`config.mk`:
```
export PLATFORM = sky130hd
export DESIGN_NAME = smx_extract
export DESIGN_NICKNAME = d
export VERILOG_FILES = /design/src/rtl/smx_pkg.sv /design/src/rtl/smx_bitpos.sv /design/src/rtl/smx_tracker.sv /design/src/rtl/smx_backstep.sv /design/src/rtl/smx_extract.sv
export SDC_FILE = /design/constraint.sdc
export NUM_CORES = 1
export LEC_CHECK = 0
export BUFFER_PORTS_ARGS = -buffer_cell sky130_fd_sc_hd__buf_2
export CORE_UTILIZATION = 46
export CTS_BUF_LIST = sky130_fd_sc_hd__clkbuf_4
export DETAILED_ROUTE_END_ITERATION = 10
export GPL_TIMING_DRIVEN = 0
export PLACE_DENSITY = 0.65
export SYNTH_ARGS = -nofsm -noshare
export SYNTH_HDL_FRONTEND = slang
export SYNTH_HIERARCHICAL = 1
export SYNTH_SLANG_ARGS = --single-unit
```
`constraint.sdc`:
```
create_clock -name clk_i -period 6.64 [get_ports clk_i]
set_input_delay 0.332 -clock clk_i [delete_from_list [all_inputs] [get_ports clk_i]]
set_output_delay 0.332 -clock clk_i [all_outputs]
set_load 0.02 [all_outputs]
```
`src/rtl/smx_pkg.sv`:
```
package smx_pkg;
  localparam int unsigned SW     = 7;
  localparam int unsigned PERIOD = 127;
  typedef logic [SW-1:0] st_t;

  // inverse of m[n+7] = m[n+3] ^ m[n]; state bit i = m[n+i]
  function automatic st_t step_back(st_t s);
    return {s[SW-2:0], s[6] ^ s[2]};
  endfunction
endpackage

```
`src/rtl/smx_bitpos.sv`:
```
module smx_bitpos #(
  parameter int unsigned HDR_BITS = 384,
  parameter int unsigned SKIP     = 8
) (
  input  logic clk_i,
  input  logic rst_ni,
  input  logic bit_vld_i,
  input  logic sof_i,
  output logic win_o,
  output logic win_last_o,
  output logic pay_o
);
  localparam int unsigned IW = $clog2(HDR_BITS + 1);
  localparam logic [IW-1:0] HDR_L = IW'(HDR_BITS);
  localparam logic [IW-1:0] WLO_L = IW'(SKIP);
  localparam logic [IW-1:0] WHI_L = IW'(SKIP + 6);

  logic [IW-1:0] idx_q, cur;

  assign cur        = sof_i ? '0 : idx_q;
  assign win_o      = (cur >= WLO_L) && (cur <= WHI_L);
  assign win_last_o = (cur == WHI_L);
  assign pay_o      = (cur == HDR_L);

  // saturates at HDR_BITS: every later bit is payload
  always_ff @(posedge clk_i or negedge rst_ni) begin
    if (!rst_ni)        idx_q <= '0;
    else if (bit_vld_i) idx_q <= (cur == HDR_L) ? cur : cur + 1'b1;
  end
endmodule

```
`src/rtl/smx_tracker.sv`:
```
module smx_tracker
  import smx_pkg::*;
(
  input  logic clk_i,
  input  logic rst_ni,
  input  logic bit_vld_i,
  input  logic sof_i,
  input  logic win_i,
  input  logic win_last_i,
  input  logic mbit_i,
  output logic act_o,
  output logic pred_o,
  output st_t  seed_o
);
  st_t  hist_q;   // hist_q[0] newest
  logic lock_q;

  assign act_o  = lock_q & ~sof_i;
  assign pred_o = hist_q[3] ^ hist_q[6];

  // state at window start: bit i = m[SKIP+i]
  always_comb begin
    seed_o[SW-1] = mbit_i;
    for (int i = 0; i < SW-1; i++) seed_o[i] = hist_q[SW-2-i];
  end

  always_ff @(posedge clk_i or negedge rst_ni) begin
    if (!rst_ni) begin
      hist_q <= '0;
      lock_q <= 1'b0;
    end else if (bit_vld_i) begin
      if (act_o)      hist_q <= {hist_q[SW-2:0], pred_o};
      else if (win_i) hist_q <= {hist_q[SW-2:0], mbit_i};
      if (win_i && win_last_i) lock_q <= 1'b1;
      else if (sof_i)          lock_q <= 1'b0;
    end
  end
endmodule

```
`src/rtl/smx_backstep.sv`:
```
module smx_backstep
  import smx_pkg::*;
#(
  parameter int unsigned SKIP = 8
) (
  input  logic clk_i,
  input  logic rst_ni,
  input  logic clr_i,
  input  logic load_i,
  input  st_t  seed_i,
  output st_t  st_o,
  output logic done_o
);
  localparam int unsigned BACK = SKIP % PERIOD;
  localparam int unsigned CW   = $clog2(PERIOD + 1);

  st_t          st_q;
  logic [CW-1:0] cnt_q;
  logic          busy_q, done_q;

  assign st_o   = st_q;
  assign done_o = done_q;

  always_ff @(posedge clk_i or negedge rst_ni) begin
    if (!rst_ni) begin
      st_q <= '0; cnt_q <= '0; busy_q <= 1'b0; done_q <= 1'b0;
    end else begin
      if (busy_q) begin
        st_q  <= step_back(st_q);
        cnt_q <= cnt_q - 1'b1;
        if (cnt_q == CW'(1)) begin
          busy_q <= 1'b0;
          done_q <= 1'b1;
        end
      end
      if (clr_i) begin
        busy_q <= 1'b0;
        done_q <= 1'b0;
      end
      if (load_i) begin
        st_q   <= seed_i;
        cnt_q  <= CW'(BACK);
        busy_q <= (BACK != 0);
        done_q <= (BACK == 0);
      end
    end
  end
endmodule

```
`src/rtl/smx_extract.sv`:
```
module smx_extract
  import smx_pkg::*;
#(
  parameter int unsigned HDR_BITS = 384,
  parameter int unsigned SKIP     = 8
) (
  input  logic          clk_i,
  input  logic          rst_ni,
  input  logic          bit_vld_i,
  input  logic          sof_i,
  input  logic          phy_i,
  input  logic          rdat_i,
  input  logic          err_i,
  input  logic          hdr_ok_i,
  output logic          data_o,
  output logic          data_vld_o,
  output logic [SW-1:0] state_o,
  output logic          state_vld_o
);
  logic win, win_last, pay, act, pred, done, ok_q, dvld_q, dat_q, clr;
  st_t  seed, st;

  assign clr = bit_vld_i & sof_i;

  smx_bitpos #(.HDR_BITS(HDR_BITS), .SKIP(SKIP)) u_pos (
    .clk_i, .rst_ni, .bit_vld_i, .sof_i,
    .win_o(win), .win_last_o(win_last), .pay_o(pay)
  );

  smx_tracker u_trk (
    .clk_i, .rst_ni, .bit_vld_i, .sof_i,
    .win_i(win), .win_last_i(win_last),
    .mbit_i(phy_i ^ rdat_i ^ err_i),
    .act_o(act), .pred_o(pred), .seed_o(seed)
  );

  smx_backstep #(.SKIP(SKIP)) u_bk (
    .clk_i, .rst_ni, .clr_i(clr),
    .load_i(bit_vld_i & win & win_last),
    .seed_i(seed), .st_o(st), .done_o(done)
  );

  always_ff @(posedge clk_i or negedge rst_ni) begin
    if (!rst_ni) begin
      ok_q <= 1'b0; dvld_q <= 1'b0; dat_q <= 1'b0;
    end else begin
      ok_q   <= hdr_ok_i | (ok_q & ~clr);
      dvld_q <= bit_vld_i & pay;
      if (bit_vld_i) dat_q <= phy_i ^ (act & pred);
    end
  end

  assign data_o      = dat_q;
  assign data_vld_o  = dvld_q;
  assign state_vld_o = ok_q & done;
  assign state_o     = state_vld_o ? st : '0;
endmodule

```
==> After elaboration in Yosys (flattened, before gate mapping) <==
Cells that the tools add are included.
{ "totals": {"ff_bits": 36, "word_cells": 62} }
{ "classes": {"n_reduce_logical": 10, "mux": 19, "n_bitwise": 16, "add_sub_neg": 2, "order_cmp": 2, "n_eq_ne": 3} }
{ "op_table": {"columns": ["operator", "n"], "rows": [
  ["$mux W7", 7],
  ["$mux W9", 2],
  ["$mux W1", 10],
  ["$add A9 B1 Y9 const B", 1],
  ["$eq A9 B4 Y1 const B", 1],
  ["$eq A9 B9 Y1 const B", 1],
  ["$ge A9 B4 Y1 const B", 1],
  ["$le A9 B4 Y1 const B", 1],
  ["$and A1 B1 Y1", 8],
  ["$eq A7 B1 Y1 const B", 1],
  ["$sub A7 B1 Y7 const B", 1],
  ["$reduce_and A2 Y1", 3],
  ["$reduce_bool A2 Y1", 3],
  ["$reduce_bool A3 Y1", 2],
  ["$xor A1 B1 Y1", 5],
  ["$logic_and A1 B1 Y1", 2],
  ["$not A1 Y1", 2],
  ["$or A1 B1 Y1", 1]
]} }

==> Logic depth before layout (Yosys ltp) <==
{ "logic_depth": {"word_depth": 7, "mapped_depth": 8, "depth_no_buf": 7} }

==> Hierarchy <==
The synthesis kept the hierarchy.
{ "by_module_without_submodules": {"columns": ["mod", "area_each_um2", "seq_area_each_um2", "cells_per_inst", "instances"], "rows": [
  ["smx_backstep", 763.2, 400.4, 73, 1],
  ["smx_bitpos", 561.8, 225.2, 62, 1],
  ["smx_tracker", 397.9, 200.2, 30, 1],
  ["smx_extract", 203.9, 75.1, 22, 1]
]} }

==> Least setup slack after synthesis <==
OpenSTA, ideal clock, no wires.
{ "synth_path": {"kind": "register to register", "startpoint": "register u_pos.idx_q[5]", "endpoint": "register u_bk.done_q, in the netlist u_bk/done_o", "setup_ns": 0.136, "slack_ns": 4.291, "arrival_time_ns": 2.213, "stages_incl_launch_ff": 6, "period_less_slack_ns": 2.349, "required_ns": 6.504, "n_path_buf": 1, "cell_sequence": "dfrtp_1 -> or4_4 -> nor4_1 -> and3_1 -> clkbuf_1 -> nor3_1"} }
{ "synth_between": {"elab_chain_len": 7} }
{ "synth_rtl": {"columns": ["item", "line", "source"], "rows": [
  ["from (decl)", "smx_bitpos.sv:18", "logic [IW-1:0] idx_q, cur;"],
  ["from (signal assigned)", "smx_bitpos.sv:28", "else if (bit_vld_i) idx_q <= (cur == HDR_L) ? cur : cur + 1'b1;"],
  ["$mux W9 (*)", "smx_bitpos.sv:20", "assign cur = sof_i ? '0 : idx_q;"],
  ["$ge A9 B4 Y1 or $le A9 B4 Y1 (tied branches)", "smx_bitpos.sv:21", "assign win_o = (cur >= WLO_L) && (cur <= WHI_L);"],
  ["$logic_and A1 B1 Y1 (*)", "smx_bitpos.sv:21", null],
  ["via win", "smx_extract.sv:20", "logic win, win_last, pay, act, pred, done, ok_q, dvld_q, dat_q, clr;"],
  ["$and A1 B1 Y1 (*) (2 in a row)", "smx_extract.sv:39", ".load_i(bit_vld_i & win & win_last),"],
  ["$reduce_bool A3 Y1 (no line)", null, null],
  ["$reduce_and A2 Y1 (no line)", null, null],
  ["to (signal assigned)", "smx_backstep.sv:44", "done_q <= (BACK == 0);"],
  ["to (decl)", "smx_backstep.sv:19", "logic busy_q, done_q;"]
]} }
The timed path passes the listed nets; every way through them passes the cells marked *.
A chain may end at the register's enable or synchronous reset.

==> Final worst setup path <==
{ "layout_path": {"startpoint": "register u_pos.idx_q[5]", "endpoint": "register u_bk.st_q[2], in the netlist u_bk/st_o[2]"} }
{ "layout_between": {"elab_chain_len": 6} }
{ "layout_rtl": {"columns": ["item", "line", "source"], "rows": [
  ["$mux W9 (*)", "smx_bitpos.sv:20", null],
  ["$ge A9 B4 Y1 or $le A9 B4 Y1 (tied branches)", "smx_bitpos.sv:21", null],
  ["$logic_and A1 B1 Y1 (*)", "smx_bitpos.sv:21", null],
  ["via win", "smx_extract.sv:20", null],
  ["$and A1 B1 Y1 (*) (2 in a row)", "smx_extract.sv:39", null],
  ["$mux W7 or $reduce_bool A2 Y1 (tied branches)", null, null],
  ["to (signal assigned)", "smx_backstep.sv:29", "st_q <= step_back(st_q);"],
  ["to (signal assigned)", "smx_backstep.sv:41", "st_q <= seed_i;"],
  ["to (decl)", "smx_backstep.sv:17", "st_t st_q;"]
]} }
Marked as above.

==> results.toml <==
[sta]
fmax_mhz = 359.9
fin_crit_ns = 2.778
tightestPinTransition_ns = 0.8674
clock-skew-final_ns = 0.008317
finalMaxSlewViolations = 0
hold_violations = 0
hold_ws_ns = 0.06335
setup_tns_ns = 0
setup_viol_count_final = 0
rsz0062_at_grt = "false"
relSlewSlack_pct = 41.64
layout_worst_path_cycle_share_pct = 41.84

[clock_network]
clk-insertion-delay-late_ns = 0.34
cts_max_level = 2
cts_buffers = 5
root_buffer = "clkbuf_4"
cts.sinks = 36
cts_tree = "built"
ctsHoldBuffers = 0
cts_buffer_depth = 2
postCtsSetupBuffers = 0
clkTransAtPathRegs_ns = 0.11
cts.repair.resized = 0

[cells_and_area]
final_cell_area_sq_um = 2155
seqCellArea_sq_um = 900.9
area_delta_synth_final_pct = 11.82
layout-drive-gt1-share_pct = 24.06
layout_commonest_cell = "dfrtp_1"
fillCellCount = 359
layout_common_cells = "36 x dfrtp_1, 19 x nand2_1, 18 x buf_2"
fin_nets = 223
multi_input_area_sq_um = 904.6
antenna_cells = 0

[drt]
met2_wirelength_um = 1539
vias = 1416
viasPerCell = 5.405
ant_nets = 0
wl_per_cell_um = 13.06
drt_iter0_drc = 48
wl_met3_um = 136
wirelength_met1_um = 1683
highest_layer = "met4"
wirelength_um = 3422
first_pass_iters = 4
drc = 0

[critical_path]
start_kind = "register"
crit_arrival_ns = 3.04
required_ns = 6.91
cp_max_fo = 10
crit_type = "reg2reg"
cpPeakStageDelay_ns = 0.73
path_cells = "or4_4 > nor4_1 > and3_1 > clkbuf_1 > nand2_1 > o21ai_0"
end_kind = "register"
slowest_stage = "nor4_1"

[logic_synthesis]
syn_area_sq_um = 1927
synth_edf_count = 0
synth-async-reset-ratio_pct = 100.0
syn_inst = 187
synthFlopType = "dfrtp_1"
yosysSeqAreaShare_pct = 46.75
yosys_register_bits = 36
synth_nets = 199
avgSynthCellArea_sq_um = 10.30
ys_types = 48
synth-warning-count = 6

[grt]
grt_use_total_pct = 18.21
grt_overflow = 0
antenna_found_initial = 0
grt_first_pass_wirelength_um = 5906
first_global_vias = 1328
grt_start_max_net_pins = 37

[power_and_ir_drop]
internal_power_mw = 0.3441
p_leak_nw = 0.9822
clkPwrFrac_pct = 33.9
p_seq_share_pct = 54.0
powerDensity_nw_per_um2 = 212.0
ir_drop_mv = 0.1350
p_switching_mw = 0.1126
switching_share_pct = 24.66
pwr-share-comb_pct = 12.2

[floorplan]
fp.dieH_um = 66.72
num_io_pins = 18
die_w_um = 66.72
core_area_sq_um = 4000
rows = 23
die_area_sq_um = 4452
start_util_pct = 48.17

[place]
place_congestion = 0.8327
place_area_sq_um = 2074
dp_hpwl_um = 2456
portBuffers = 17

[flow_run]
drv_cap = 0

[status]
status = "complete, no violations"

[min_path]
min_path_type = "in2async"
## metal layers
layer  vias to the layer above  track usage (%)
met3                         6            6.164
met1                       664            23.69
met2                        22            27.27
met5                         -                0
li1                        724                -
met4                         0            7.979
## cell families (layout without fill, tap and decap cells)
kind of cell    count (synthesis)  in the layout  synth area share, %
compound gates                 41             41                15.39
fa+ha+maj                       4              4                2.598
flops                          36             36                46.75
mux                            14             14                7.728
buf+inv                        24             49                6.298
xor+xnor                        7              7                3.182
simple gates                   61             61                18.05
## critical path, delay by kind of cell, from the launching register on
kind	cells	cell delay, ns
buffers and inverters	1	0.40
DFF	1	0.45
and+or+nand+nor	4	1.75
AOI/OAI and AO/OA	1	0.09
## cells in the mapped netlist (6+ instances only)
library cell / count / share of area [%]
nand2_1: 19 / 3.7
a21oi_1: 6 / 1.6
mux2i_1: 7 / 3.6
buf_4: 8 / 3.1
o21ai_0: 10 / 2.6
and3_1: 8 / 2.6
dfrtp_1: 36 / 47
nor2_1: 9 / 1.8
inv_1: 11 / 2.1
mux2_2: 7 / 4.1
## per-stage QoR
step / power [mW] / setup slack, ns / std cells / utilization, %
after global routing: 0.4815 / 3.678 / 262 / 53.86
after CTS: 0.4632 / 3.886 / 262 / 53.86
after detailed placement: 0.3068 / 3.817 / 254 / 51.86
after floorplan: 0.2889 / 4.291 / 187 / -
final: 0.4567 / 3.862 / 262 / 53.86
after global placement: 0.3048 / 3.834 / 254 / 51.86
## area by class of cell
cell class / instances / area share, %
plain buffers: 13 / 3.717
clock buffers: 6 / 2.091
clock inverters: 2 / 1.626
inverters: 11 / 1.916
multi-input cells: 127 / 41.99
flip-flops and latches: 36 / 41.81
well taps: 50 / 2.904
repair buffers: 17 / 3.949
## sequential cells by signal (all words and copies together), names as in the netlist
register,count
u_pos/idx_q,9
u_bk/cnt_q,7
u_bk/st_o,7
u_trk/hist_q,7
data_o,1
data_vld_o,1
ok_q,1
u_bk/busy_q,1
u_bk/done_o,1
u_trk/lock_q,1
## power by group through the flow
stage | sequential, mW | combinational (mW) | clock [mW]
2_1_floorplan | 0.248 | 0.0412 | 0
4_1_cts | 0.246 | 0.0562 | 0.161
6_report | 0.247 | 0.0556 | 0.155
3_3_place_gp | 0.250 | 0.0550 | 0
3_5_place_dp | 0.251 | 0.0560 | 0
5_1_grt | 0.250 | 0.0611 | 0.170
## worst paths after layout
| path | to | start | cells past startpoint | slack (ns) |
|---|---|---|---|---|
| setup reg to reg | u_bk/st_o[2] | u_pos/idx_q[5] | 6 | 3.86 |
| max in group asynchronous | data_vld_o | rst_ni | 1 | 6.08 |
| min in group clk_i | ok_q | hdr_ok_i | 2 | 0.18 |
| setup / recovery | u_bk/st_o[2] | u_pos/idx_q[5] | 6 | 3.86 |
| hold reg to reg | u_trk/lock_q | u_trk/lock_q | 1 | 0.51 |
| hold / removal | ok_q | rst_ni | 1 | 0.06 |
No activity file was read; power rests on OpenSTA's default activity.
